$ cat config.mk
export PLATFORM = sky130hd
export DESIGN_NAME = can_tx_mailbox_ctrl
export DESIGN_NICKNAME = d
export VERILOG_FILES = /design/src/rtl/can_mb_pkg.sv /design/src/rtl/can_mb_timer.sv /design/src/rtl/can_mb_slot.sv /design/src/rtl/can_mb_irq.sv /design/src/rtl/can_tx_mailbox_ctrl.sv
export SDC_FILE = /design/constraint.sdc
export NUM_CORES = 1
export LEC_CHECK = 0
export BUFFER_PORTS_ARGS = -buffer_cell sky130_fd_sc_hd__buf_2
export CORE_ASPECT_RATIO = 0.75
export CORE_MARGIN = 2
export CORE_UTILIZATION = 49
export CTS_BUF_LIST = sky130_fd_sc_hd__clkbuf_8
export DETAILED_ROUTE_END_ITERATION = 16
export PLACE_DENSITY = 0.84
export RECOVER_POWER = 100
export SLEW_MARGIN = 5
export SYNTH_ARGS = -nofsm -noshare
export SYNTH_HDL_FRONTEND = slang
export SYNTH_SLANG_ARGS = --single-unit
$ cat constraint.sdc
create_clock -name clk -period 1.3 [get_ports clk]
set_input_delay 0.065 -clock clk [delete_from_list [all_inputs] [get_ports clk]]
set_output_delay 0.065 -clock clk [all_outputs]
set_load 0.005 [all_outputs]
$ cat src/rtl/can_mb_pkg.sv
package can_mb_pkg;
  localparam int CODE_W = 4;

  localparam logic [CODE_W-1:0] CODE_RESET   = 4'b0000;
  localparam logic [CODE_W-1:0] CODE_TX_IDLE = 4'b1000;
  localparam logic [CODE_W-1:0] CODE_TX_ONCE = 4'b1100;

  // A mailbox takes part in arbitration only with this code.
  function automatic logic code_is_armed(input logic [CODE_W-1:0] c);
    return c == CODE_TX_ONCE;
  endfunction

  // Code a mailbox holds after its frame went out successfully.
  function automatic logic [CODE_W-1:0] code_after_tx(input logic [CODE_W-1:0] c);
    logic [CODE_W-1:0] n;
    case (c)
      CODE_TX_ONCE: n = CODE_TX_IDLE;
      default:      n = c;
    endcase
    return n;
  endfunction
endpackage

$ cat src/rtl/can_mb_timer.sv
module can_mb_timer #(
  parameter int W = 16
) (
  input  logic         clk,
  input  logic         rst_n,
  output logic [W-1:0] count
);
  always_ff @(posedge clk) begin
    if (!rst_n) count <= '0;
    else        count <= count + 1'b1;
  end
endmodule

$ cat src/rtl/can_mb_slot.sv
module can_mb_slot
  import can_mb_pkg::*;
#(
  parameter int TS_W  = 16,
  parameter int LEN_W = 4
) (
  input  logic              clk,
  input  logic              rst_n,
  input  logic              abort_en,
  input  logic              wr_hit,
  input  logic [CODE_W-1:0] wr_code,
  input  logic [LEN_W-1:0]  wr_len,
  input  logic              done_hit,
  input  logic              clr_hit,
  input  logic [TS_W-1:0]   stamp_in,
  output logic [CODE_W-1:0] code_q,
  output logic [LEN_W-1:0]  len_q,
  output logic [TS_W-1:0]   stamp_q,
  output logic              flag_q,
  output logic              armed,
  output logic              evt_done,
  output logic              evt_silent,
  output logic              evt_blocked
);
  logic locked;
  logic wr_take;

  assign locked      = abort_en & flag_q;
  assign wr_take     = wr_hit & ~locked;
  assign armed       = code_is_armed(code_q);
  assign evt_done    = done_hit & armed;
  assign evt_silent  = done_hit & ~armed;
  assign evt_blocked = wr_hit & locked;

  always_ff @(posedge clk) begin
    if (!rst_n) begin
      code_q  <= CODE_RESET;
      len_q   <= '0;
      stamp_q <= '0;
      flag_q  <= 1'b0;
    end else begin
      if (wr_take)       code_q <= wr_code;
      else if (evt_done) code_q <= code_after_tx(code_q);

      if (wr_take) len_q <= wr_len;

      if (evt_done) stamp_q <= stamp_in;

      if (evt_done)     flag_q <= 1'b1;
      else if (clr_hit) flag_q <= 1'b0;
    end
  end
endmodule

$ cat src/rtl/can_mb_irq.sv
module can_mb_irq #(
  parameter int N = 8
) (
  input  logic [N-1:0] flags,
  input  logic [N-1:0] mask,
  output logic         irq
);
  assign irq = |(flags & mask);
endmodule

$ cat src/rtl/can_tx_mailbox_ctrl.sv
module can_tx_mailbox_ctrl
  import can_mb_pkg::*;
#(
  parameter int NUM_MB = 8,
  parameter int TS_W   = 16,
  parameter int LEN_W  = 4,
  localparam int IDX_W = (NUM_MB > 1) ? $clog2(NUM_MB) : 1
) (
  input  logic                     clk,
  input  logic                     rst_n,
  input  logic                     abort_en,
  input  logic                     wr_en,
  input  logic [IDX_W-1:0]         wr_idx,
  input  logic [3:0]               wr_code,
  input  logic [LEN_W-1:0]         wr_len,
  input  logic [NUM_MB-1:0]        flag_clr,
  input  logic [NUM_MB-1:0]        imask,
  input  logic                     done_valid,
  input  logic [IDX_W-1:0]         done_idx,
  output logic [NUM_MB*4-1:0]      mb_code,
  output logic [NUM_MB*LEN_W-1:0]  mb_len,
  output logic [NUM_MB*TS_W-1:0]   mb_stamp,
  output logic [NUM_MB-1:0]        mb_flag,
  output logic [NUM_MB-1:0]        mb_armed,
  output logic                     irq,
  output logic [TS_W-1:0]          timer_now
);
  logic [NUM_MB-1:0] evt_done;
  logic [NUM_MB-1:0] evt_silent;
  logic [NUM_MB-1:0] evt_blocked;

  can_mb_timer #(.W(TS_W)) u_timer (
    .clk   (clk),
    .rst_n (rst_n),
    .count (timer_now)
  );

  for (genvar g = 0; g < NUM_MB; g++) begin : g_slot
    logic wr_hit_g;
    logic done_hit_g;
    assign wr_hit_g   = wr_en      && (wr_idx   == IDX_W'(g));
    assign done_hit_g = done_valid && (done_idx == IDX_W'(g));

    can_mb_slot #(.TS_W(TS_W), .LEN_W(LEN_W)) u_slot (
      .clk         (clk),
      .rst_n       (rst_n),
      .abort_en    (abort_en),
      .wr_hit      (wr_hit_g),
      .wr_code     (wr_code),
      .wr_len      (wr_len),
      .done_hit    (done_hit_g),
      .clr_hit     (flag_clr[g]),
      .stamp_in    (timer_now),
      .code_q      (mb_code[g*4 +: 4]),
      .len_q       (mb_len[g*LEN_W +: LEN_W]),
      .stamp_q     (mb_stamp[g*TS_W +: TS_W]),
      .flag_q      (mb_flag[g]),
      .armed       (mb_armed[g]),
      .evt_done    (evt_done[g]),
      .evt_silent  (evt_silent[g]),
      .evt_blocked (evt_blocked[g])
    );
  end

  can_mb_irq #(.N(NUM_MB)) u_irq (
    .flags (mb_flag),
    .mask  (imask),
    .irq   (irq)
  );
endmodule

---- Word level (Yosys, flattened, before mapping) ----
Cells that the tools add are included.
cells by class
  add/subtract/negate cells ............... 1
  equality and inequality tests ........... 22
  multiplexer cells ....................... 40
  bitwise gates (word level) .............. 33
  reductions and logical operators ........ 51
operator list
  operator                                              count
  two-way mux 4 bit                                     24
  nonzero test 2 bit                                    24
  equality test 4 bit (second input constant)           8
  bitwise AND 1 bit                                     24
  equality test 3 bit (second input constant)           8
  adder 16 x 1 -> 16 bit (second input constant)        1
  logical AND 1 bit                                     16
  two-way mux 1 bit                                     16
  AND reduction 2 bit                                   8
  equality test 3 x 2 -> 1 bit (second input constant)  4
  bitwise AND 8 bit                                     1
  NOT 1 bit                                             8
  OR reduction 8 bit                                    1
  equality test 3 x 1 -> 1 bit (second input constant)  2
  zero test 3 bit                                       2
storage, ports and cells
  register bits after elaboration ......... 216
  bits of input ports ..................... 35
  output and inout port bits .............. 225
  logic and storage cells ................. 180

---- Logic depth before layout (Yosys ltp) ----
Gate-level depths: netlist (run 1).
  word-level depth ........................ 5
  depth in mapped cells ................... 6

---- Modules after synthesis ----
From an unflattened synthesis (run 1), not the netlist that was laid out.
second synthesis, totals
  cells, all modules ...................... 941
  area total of the unflattened synthesis .. 9240.1 µm²
modules (own cells, without submodules)
  module               instances  cells an instance  area each (µm²)
  can_mb_slot          8          105                1036.0
  can_mb_timer         1          80                 723.2
  can_tx_mailbox_ctrl  1          16                 192.7
  can_mb_irq           1          5                  36.3

---- Least setup slack after synthesis (run 1) ----
No wires, ideal clock.
  kind .................................... register -> register
  start point ............................. reg u_timer.count[0]
  end point ............................... reg u_timer.count[10]
  arrival ................................. 1.358 ns
  path slack .............................. -0.129 ns
  cell stages (with the launch flop) ...... 5
  buffers on the path ..................... 0
  clock period less this slack ............ 1.429 ns
  path through ............................ dfxtp_1 -> ha_1 -> nand3_4 -> or4_1 -> a21oi_1
between the ends
  cells in the longest elaborated chain, start to end .. 1
RTL lines
  what                    RTL line            text
  from (decl)             can_mb_timer.sv:6   output logic [W-1:0] count
  from (signal assigned)  can_mb_timer.sv:10  else count <= count + 1'b1;
  adder 16 x 1 -> 16 bit  can_mb_timer.sv:10
Every way passes these cells.
A chain may end at the register's enable or synchronous reset.

---- Final worst setup path (run 1) ----
  start point ............................. reg u_timer.count[1]
  end point ............................... reg u_timer.count[7]
Same word-level chain as after synthesis.

==> impl_metrics.env, run 1 <==
export IMPL_outcome="finished with violations"
export IMPL_placement_cell_area_mm2=0.01082
export IMPL_endpoint="u_timer.count[7]"
export IMPL_tritoncts_num_buffers=35
export IMPL_timing_final_crit_share_pct=109.5
export IMPL_core_area_mm2=0.01781
export IMPL_grt_total_usage_pct=33.04
export IMPL_finish_utilization_pct=70.36
export IMPL_crit_reg2reg_launch="u_timer.count[1]"
export IMPL_antenna_cells=0
export IMPL_synthesis_nets=1109
export IMPL_crit_path_end_kind="register"
export IMPL_critical_path_reg2reg_endpoint="u_timer.count[7]"
export IMPL_route_detailed_vias_per_inst=6.166
export IMPL_syn_cell_area_mm2=0.008975
export IMPL_ff2ff_path_depth=5
export IMPL_grt_pass1_vias=9430
export IMPL_post_route_cells_drive_above_1_share_pct=39.29
export IMPL_cts_root_buffer_cell="sky130_fd_sc_hd__clkbuf_8"
export IMPL_grt_max_degree=63
export IMPL_crit_fanout=8
export IMPL_hold_viol_final=0
export IMPL_max_cap_viol_count=0
export IMPL_timing_final_crit_period_ns=1.424
export IMPL_pre_cts_slack_ns=-0.05192
export IMPL_detail_route_wirelength_um=34550
export IMPL_global_route_overflow_total=0
export IMPL_portBuffers=259
export IMPL_number_of_setup_violations_in_the_final_report=22
export IMPL_unrepaired_setup_endpoints_after_global_routing="yes"
export IMPL_clk_pin_slew_worst_paths_ns=0.07
export IMPL_timing_worst_slew_pin_value_ns=0.4348
export IMPL_design_portCount=260
export IMPL_slew_violations=0
export IMPL_tritoncts="yes"
export IMPL_syn_inst=1073
export IMPL_r2r_slack_ns=-0.12
export IMPL_via_count=10220
export IMPL_drt_pass1_iter_count=6
export IMPL_fp_dieArea_mm2=0.01943
export IMPL_routed_wire_length_per_instance_um=20.85
export IMPL_floorplan_initialDensity_pct=50.38
export IMPL_std_cell_rows=42
export IMPL_fin_worst_skew_ns=0.01570
export IMPL_crit_path_max_incr_delay_ns=0.37
export IMPL_worstSetupPathType="register to register"
export IMPL_layout_common_cells="251 x sky130_fd_sc_hd__buf_2, 186 x sky130_fd_sc_hd__a21oi_1, 183 x sky130_fd_sc_hd__nand3_1"
export IMPL_p_leak_nw=5.189
export IMPL_cts_max_path_buffers=3
export IMPL_fin_nets=1429
export IMPL_drtAntennaViolNets=0
export IMPL_slack_of_the_critical_path_ns=-0.1241
export IMPL_synth_yosys_warnings=0
export IMPL_max_slew_margin_rel_pct=70.95
export IMPL_min_delay_path_class="input pin to register"
export IMPL_dpl_hpwl_um=21450
export IMPL_die_h_um=121.2
export IMPL_post_layout_nonfiller_instances=1657
export IMPL_power_per_cell_area_mw_per_mm2=1081
export IMPL_drt_initial_drc_count=1299
export IMPL_required_ns=1.71
export IMPL_crit_path_cells="buf_4 -> nand4_4 -> buf_4 -> or3_1 -> a21oi_1"
export IMPL_ctsHtreeMaxLevel=2
export IMPL_maxClockFrequency_mhz=702.2
export IMPL_worst_endpoint_arrival_ns=1.83
export IMPL_worst_setup_path_startpoint="u_timer.count[1]"
export IMPL_count_of_unresolved_drc_violations_after_routing=0
export IMPL_clock_sinks=216
export IMPL_start_kind="register"
export IMPL_gp_routability_congestion=0.9366
export IMPL_most_common_cell_after_layout_fill_and_taps_aside="sky130_fd_sc_hd__buf_2"
export IMPL_die_w_um=160.3
export IMPL_synth_sequential_area_ratio_pct=48.18
export IMPL_clk_insertion_delay_late_ns=0.50
export IMPL_post_route_cell_area_mm2=0.01253
export IMPL_synth_avg_cell_area_um2=8.364
export IMPL_grt_antenna_before_repair=0
export IMPL_syn_to_final_growth_pct=39.66
export IMPL_numPlacedInstances=1547
export IMPL_hold_path_startpoint="done_idx[2]"
export IMPL_grt_first_pass_wirelength_um=50970
export IMPL_cpMaxStageDelayCell="sky130_fd_sc_hd__dfxtp_2"
export IMPL_cp_common_cell="sky130_fd_sc_hd__buf_4"
export IMPL_synth_lib_cells_used_distinct=43
export IMPL_violations="setup timing"
export IMPL_vdd_ir_drop_max_uv=620.0
export IMPL_postSynthRegisterBits=216
## worst max-delay path: cells and delay by family, from the launching register on
kind,cells,cell delay (ns)
buf+inv,2,0.32
simple gates,2,0.46
compound gates,1,0.18
flops,1,0.37
## logic make-up (layout without fill, tap and decap cells)
logic type                 after synthesis  in the layout  share of synthesized area, %
AOI/OAI and AO/OA                      406            406                         23.56
and+or+nand+nor                        305            305                         19.60
DFF                                    216            216                         48.18
buffers and inverters                  138            480                         7.779
muxes                                    4              4                        0.4461
xor gates and xnor gates                 3              3                        0.2928
adders and majority gates                1              1                        0.1394
## worst min path at each step
stage	to	depth (start not counted)
after global routing	g_slot[0].u_slot.flag_q	4
final	g_slot[0].u_slot.flag_q	4
after global placement	g_slot[5].u_slot.flag_q	3
after floorplan	irq	2
after detailed placement	g_slot[7].u_slot.flag_q	3
after CTS	g_slot[0].u_slot.flag_q	4
## state kept, by name, summed over array words and instances, names as in the netlist
register,flops
g_slot.u_slot.stamp_q,128
g_slot.u_slot.code_q,32
g_slot.u_slot.len_q,32
u_timer.count,16
g_slot.u_slot.flag_q,8
## report_power, final
| group | internal, mW | switching (mW) |
|---|---|---|
| clock | 3.30 | 2.71 |
| combinational | 0.315 | 0.520 |
| sequential | 6.66 | 0.0461 |
## synthesized netlist by cell type, drive strengths merged
cell type	number	area, um2
buf	65	401.6
a21oi	199	996.0
nor4	4	25.02
nand2b	13	81.33
inv	3	11.26
nor4b	1	23.77
xnor2	2	17.52
clkbuf	61	251.5
nand4	6	43.79
a41o	8	80.08
nand4b	6	52.55
nor3	8	40.04
or4b	1	13.76
nand4bb	13	146.4
ha	1	12.51
xor2	1	8.760
nand2	31	116.4
o21ai	187	935.9
and4b	6	60.06
nor4bb	3	30.03
and4bb	2	25.02
a211oi	2	25.02
nand3	189	963.4
or3	3	18.77
and4	2	17.52
a22oi	4	30.03
and2	8	50.05
a211o	2	17.52
mux2i	4	40.04
nor2b	1	6.260
o31ai	4	30.03
dfxtp	216	4324
clkinv	9	33.78
or4	4	30.03
nor2	4	15.01
## metal layers
metal / routed length, um / global-route usage [%]
met1: 13740 / 44.93
met4: 1505 / 15.09
met2: 15230 / 49.70
met5: 0 / 0
met3: 4065 / 8.305
## timing repair
item | CTS | global route
cloned | 1 | 1
setup endpoints to repair | 29 | 110
hold buffers | 16 | 0
hold endpoints to repair | 74 | 0
resized for setup | 87 | 91
buffers inserted | 30 | 15
pin swaps | 17 | 24
## metrics by stage
stage	TNS (ns)	hold WS, ns	total power [mW]
floorplan	-0.08593	0.2467	7.232
global placement	-0.09313	0.3404	7.557
detailed placement	-0.4431	0.3423	7.571
CTS	-0.7274	0.1114	13.48
global route	-2.030	0.08798	13.93
finish	-0.9788	0.08265	13.55
## cell type report
class	count	area, um2
Fill cell	1352	5280
Sequential cell	216	4390
Multi-Input combinational cell	719	4335
Timing Repair Buffer	409	2703
Clock buffer	45	619.3
Tap cell	242	302.8
Inverter	12	95.09
Clock inverter	14	88.84
Power figures use the tool's default switching activity.
==> run 2, diff against run 1 <==
--- a/config.mk
+++ b/config.mk
@@ -6,9 +6,11 @@
 export NUM_CORES = 1
 export LEC_CHECK = 0
 export BUFFER_PORTS_ARGS = -buffer_cell sky130_fd_sc_hd__buf_2
+export CELL_PAD_IN_SITES_DETAIL_PLACEMENT = 1
+export CELL_PAD_IN_SITES_GLOBAL_PLACEMENT = 2
 export CORE_ASPECT_RATIO = 0.75
 export CORE_MARGIN = 2
-export CORE_UTILIZATION = 49
+export CORE_UTILIZATION = 28
 export CTS_BUF_LIST = sky130_fd_sc_hd__clkbuf_8
 export DETAILED_ROUTE_END_ITERATION = 16
 export PLACE_DENSITY = 0.84
==> constraint.sdc (replaced) <==
create_clock -name clk -period 1.3 [get_ports clk]
set_input_delay 0.13 -clock clk [delete_from_list [all_inputs] [get_ports clk]]
set_output_delay 0.13 -clock clk [all_outputs]
set_load 0.005 [all_outputs]
==> impl_metrics.env, run 2 (synthesis results as in run 1) <==
export IMPL_outcome="finished with violations"
export IMPL_violations="setup timing"
export IMPL_dpl_hpwl_um=26720
export IMPL_unrepaired_setup_endpoints_after_global_routing="yes"
export IMPL_drt_initial_drc_count=611
export IMPL_max_cap_viol_count=0
export IMPL_fillers=3758
export IMPL_die_h_um=159.1
export IMPL_design_portCount=260
export IMPL_detail_route_wirelength_um=42350
export IMPL_grt_first_pass_wirelength_um=62200
export IMPL_clk_insertion_delay_late_ns=0.57
export IMPL_timing_worst_slew_pin_value_ns=0.5449
export IMPL_max_slew_margin_rel_pct=63.67
export IMPL_ctsHtreeMaxLevel=2
export IMPL_count_of_unresolved_drc_violations_after_routing=0
export IMPL_slew_violations=0
export IMPL_tritoncts_num_buffers=40
export IMPL_layout_common_cells="177 x sky130_fd_sc_hd__a21oi_1, 175 x sky130_fd_sc_hd__nand3_1, 171 x sky130_fd_sc_hd__dfxtp_1"
export IMPL_drt_pass1_iter_count=5
export IMPL_core_area_mm2=0.03139
export IMPL_maxClockFrequency_mhz=670.9
export IMPL_floorplan_initialDensity_pct=28.59
export IMPL_layout_top_registers="g_slot.u_slot.stamp_q (128), g_slot.u_slot.code_q (32), g_slot.u_slot.len_q (32)"
export IMPL_crit_fanout=2
export IMPL_gp_routability_congestion=0.8290
export IMPL_grt_max_degree=66
export IMPL_clk_pin_slew_worst_paths_ns=0.06
export IMPL_required_ns=1.17
export IMPL_tritoncts="yes"
export IMPL_most_common_cell_after_layout_fill_and_taps_aside="sky130_fd_sc_hd__a21oi_1"
export IMPL_global_route_overflow_total=0
export IMPL_portBuffers=259
export IMPL_start_kind="register"
export IMPL_fin_worst_skew_ns=0.03844
export IMPL_via_count=10120
export IMPL_std_cell_rows=56
export IMPL_hold_viol_final=0
export IMPL_largest_reg_flops=128
export IMPL_post_route_cells_drive_above_1_share_pct=35.98
export IMPL_syn_to_final_growth_pct=49.92
export IMPL_report_power_total_mw=14.29
export IMPL_fin_nets=1467
export IMPL_grt_total_usage_pct=24.19
export IMPL_worst_endpoint_arrival_ns=1.36
export IMPL_p_leak_nw=5.122
export IMPL_fp_dieArea_mm2=0.03352
export IMPL_numPlacedInstances=1715
export IMPL_number_of_setup_violations_in_the_final_report=91
export IMPL_cts_max_path_buffers=3
export IMPL_route_detailed_vias_per_inst=5.425
export IMPL_cts_root_buffer_cell="sky130_fd_sc_hd__clkbuf_8"
export IMPL_crit_path_end_kind="output port"
export IMPL_grt_antenna_before_repair=1
export IMPL_worstSetupPathType="register to output port"
export IMPL_min_delay_path_class="input pin to register"
export IMPL_clock_sinks=216
export IMPL_timing_final_crit_share_pct=114.7
export IMPL_routed_wire_length_per_instance_um=22.71
export IMPL_post_layout_nonfiller_instances=1865
export IMPL_grt_pass1_vias=9974
export IMPL_slack_of_the_critical_path_ns=-0.1906
export IMPL_die_w_um=210.7
export IMPL_vdd_ir_drop_max_uv=488.6
export IMPL_antenna_cells=0
export IMPL_timing_final_crit_period_ns=1.491
export IMPL_power_per_cell_area_mw_per_mm2=1062
export IMPL_drtAntennaViolNets=0
export IMPL_top_register="g_slot.u_slot.stamp_q"
## run 2: changes by cell type in the layout (fill, tap and decap cells not counted), moves of 11 or more
cell	before	now
sky130_fd_sc_hd__buf_12	6	19
sky130_fd_sc_hd__buf_2	251	130
sky130_fd_sc_hd__buf_6	30	58
sky130_fd_sc_hd__clkbuf_1	0	96
sky130_fd_sc_hd__clkbuf_2	0	11
sky130_fd_sc_hd__o21ai_0	158	133
sky130_fd_sc_hd__o21ai_1	26	47
## run 2: stage by stage
stage | hold slack, ns | setup WS [ns] | instance area (um2) | TNS (ns) | utilization, %
global route | 0.1428 | -0.2408 | 13460 | -11.39 | 42.87
detailed placement | 0.4080 | -0.1425 | 11110 | -2.801 | 35.40
finish | 0.1303 | -0.1906 | 13460 | -3.807 | 42.87
CTS | 0.1078 | -0.2785 | 13170 | -2.913 | 41.96
floorplan | 0.3118 | -0.03137 | 8994 | -0.08593 | -
global placement | 0.4025 | -0.1118 | 11110 | -1.125 | 35.40
## run 2: timing repair
item | 4_1_cts | 5_1_grt
gates resized for setup | 211 | 121
buffers inserted | 57 | 26
hold buffers | 16 | 0
endpoints found under the hold margin | 66 | 0
pin swaps | 23 | 34
setup endpoints to repair | 39 | 148
gates cloned | 1 | 1
## run 2: final timing paths
kind,slack (ns),end,cells past startpoint,start
worst max-delay path,-0.19,irq,3,g_slot[3].u_slot.flag_q
worst min-delay path,0.13,g_slot[6].u_slot.code_q[0],4,wr_en
worst max register to register,-0.14,u_timer.count[8],4,u_timer.count[0]
worst min register to register,0.47,g_slot[0].u_slot.stamp_q[5],2,g_slot[0].u_slot.stamp_q[5]
## run 2: area by class of cell
cell class                      instances  area [um2]  area share [%]
Tap cell                              406       508.0           3.775
Timing Repair Buffer                  442        3167           23.54
Clock inverter                         18       78.83          0.5858
Inverter                               12       105.1          0.7811
Sequential cell                       216        4410           32.78
Multi-Input combinational cell        719        4471           33.22
Clock buffer                           52       715.7           5.319
## run 2: worst max-delay path, stage by stage, from the launching register on
cell,delay [ns]
sky130_fd_sc_hd__dfxtp_4,0.35
sky130_fd_sc_hd__a22oi_2,0.20
sky130_fd_sc_hd__nand4_1,0.10
sky130_fd_sc_hd__buf_2,0.14
## run 2: per-layer routing
layer	up-vias	track usage (%)	share of wire [%]
li1	4604	-	-
met4	2	7.426	2.6
met5	-	0	0.026
met2	389	36.69	45
met1	5041	34.30	46
met3	82	5.089	6.9
## run 2: report_power, final
part	total (mW)	internal, mW	switching, mW
Sequential	6.70	6.65	0.0501
Combinational	0.923	0.354	0.570
Clock	6.66	3.58	3.09
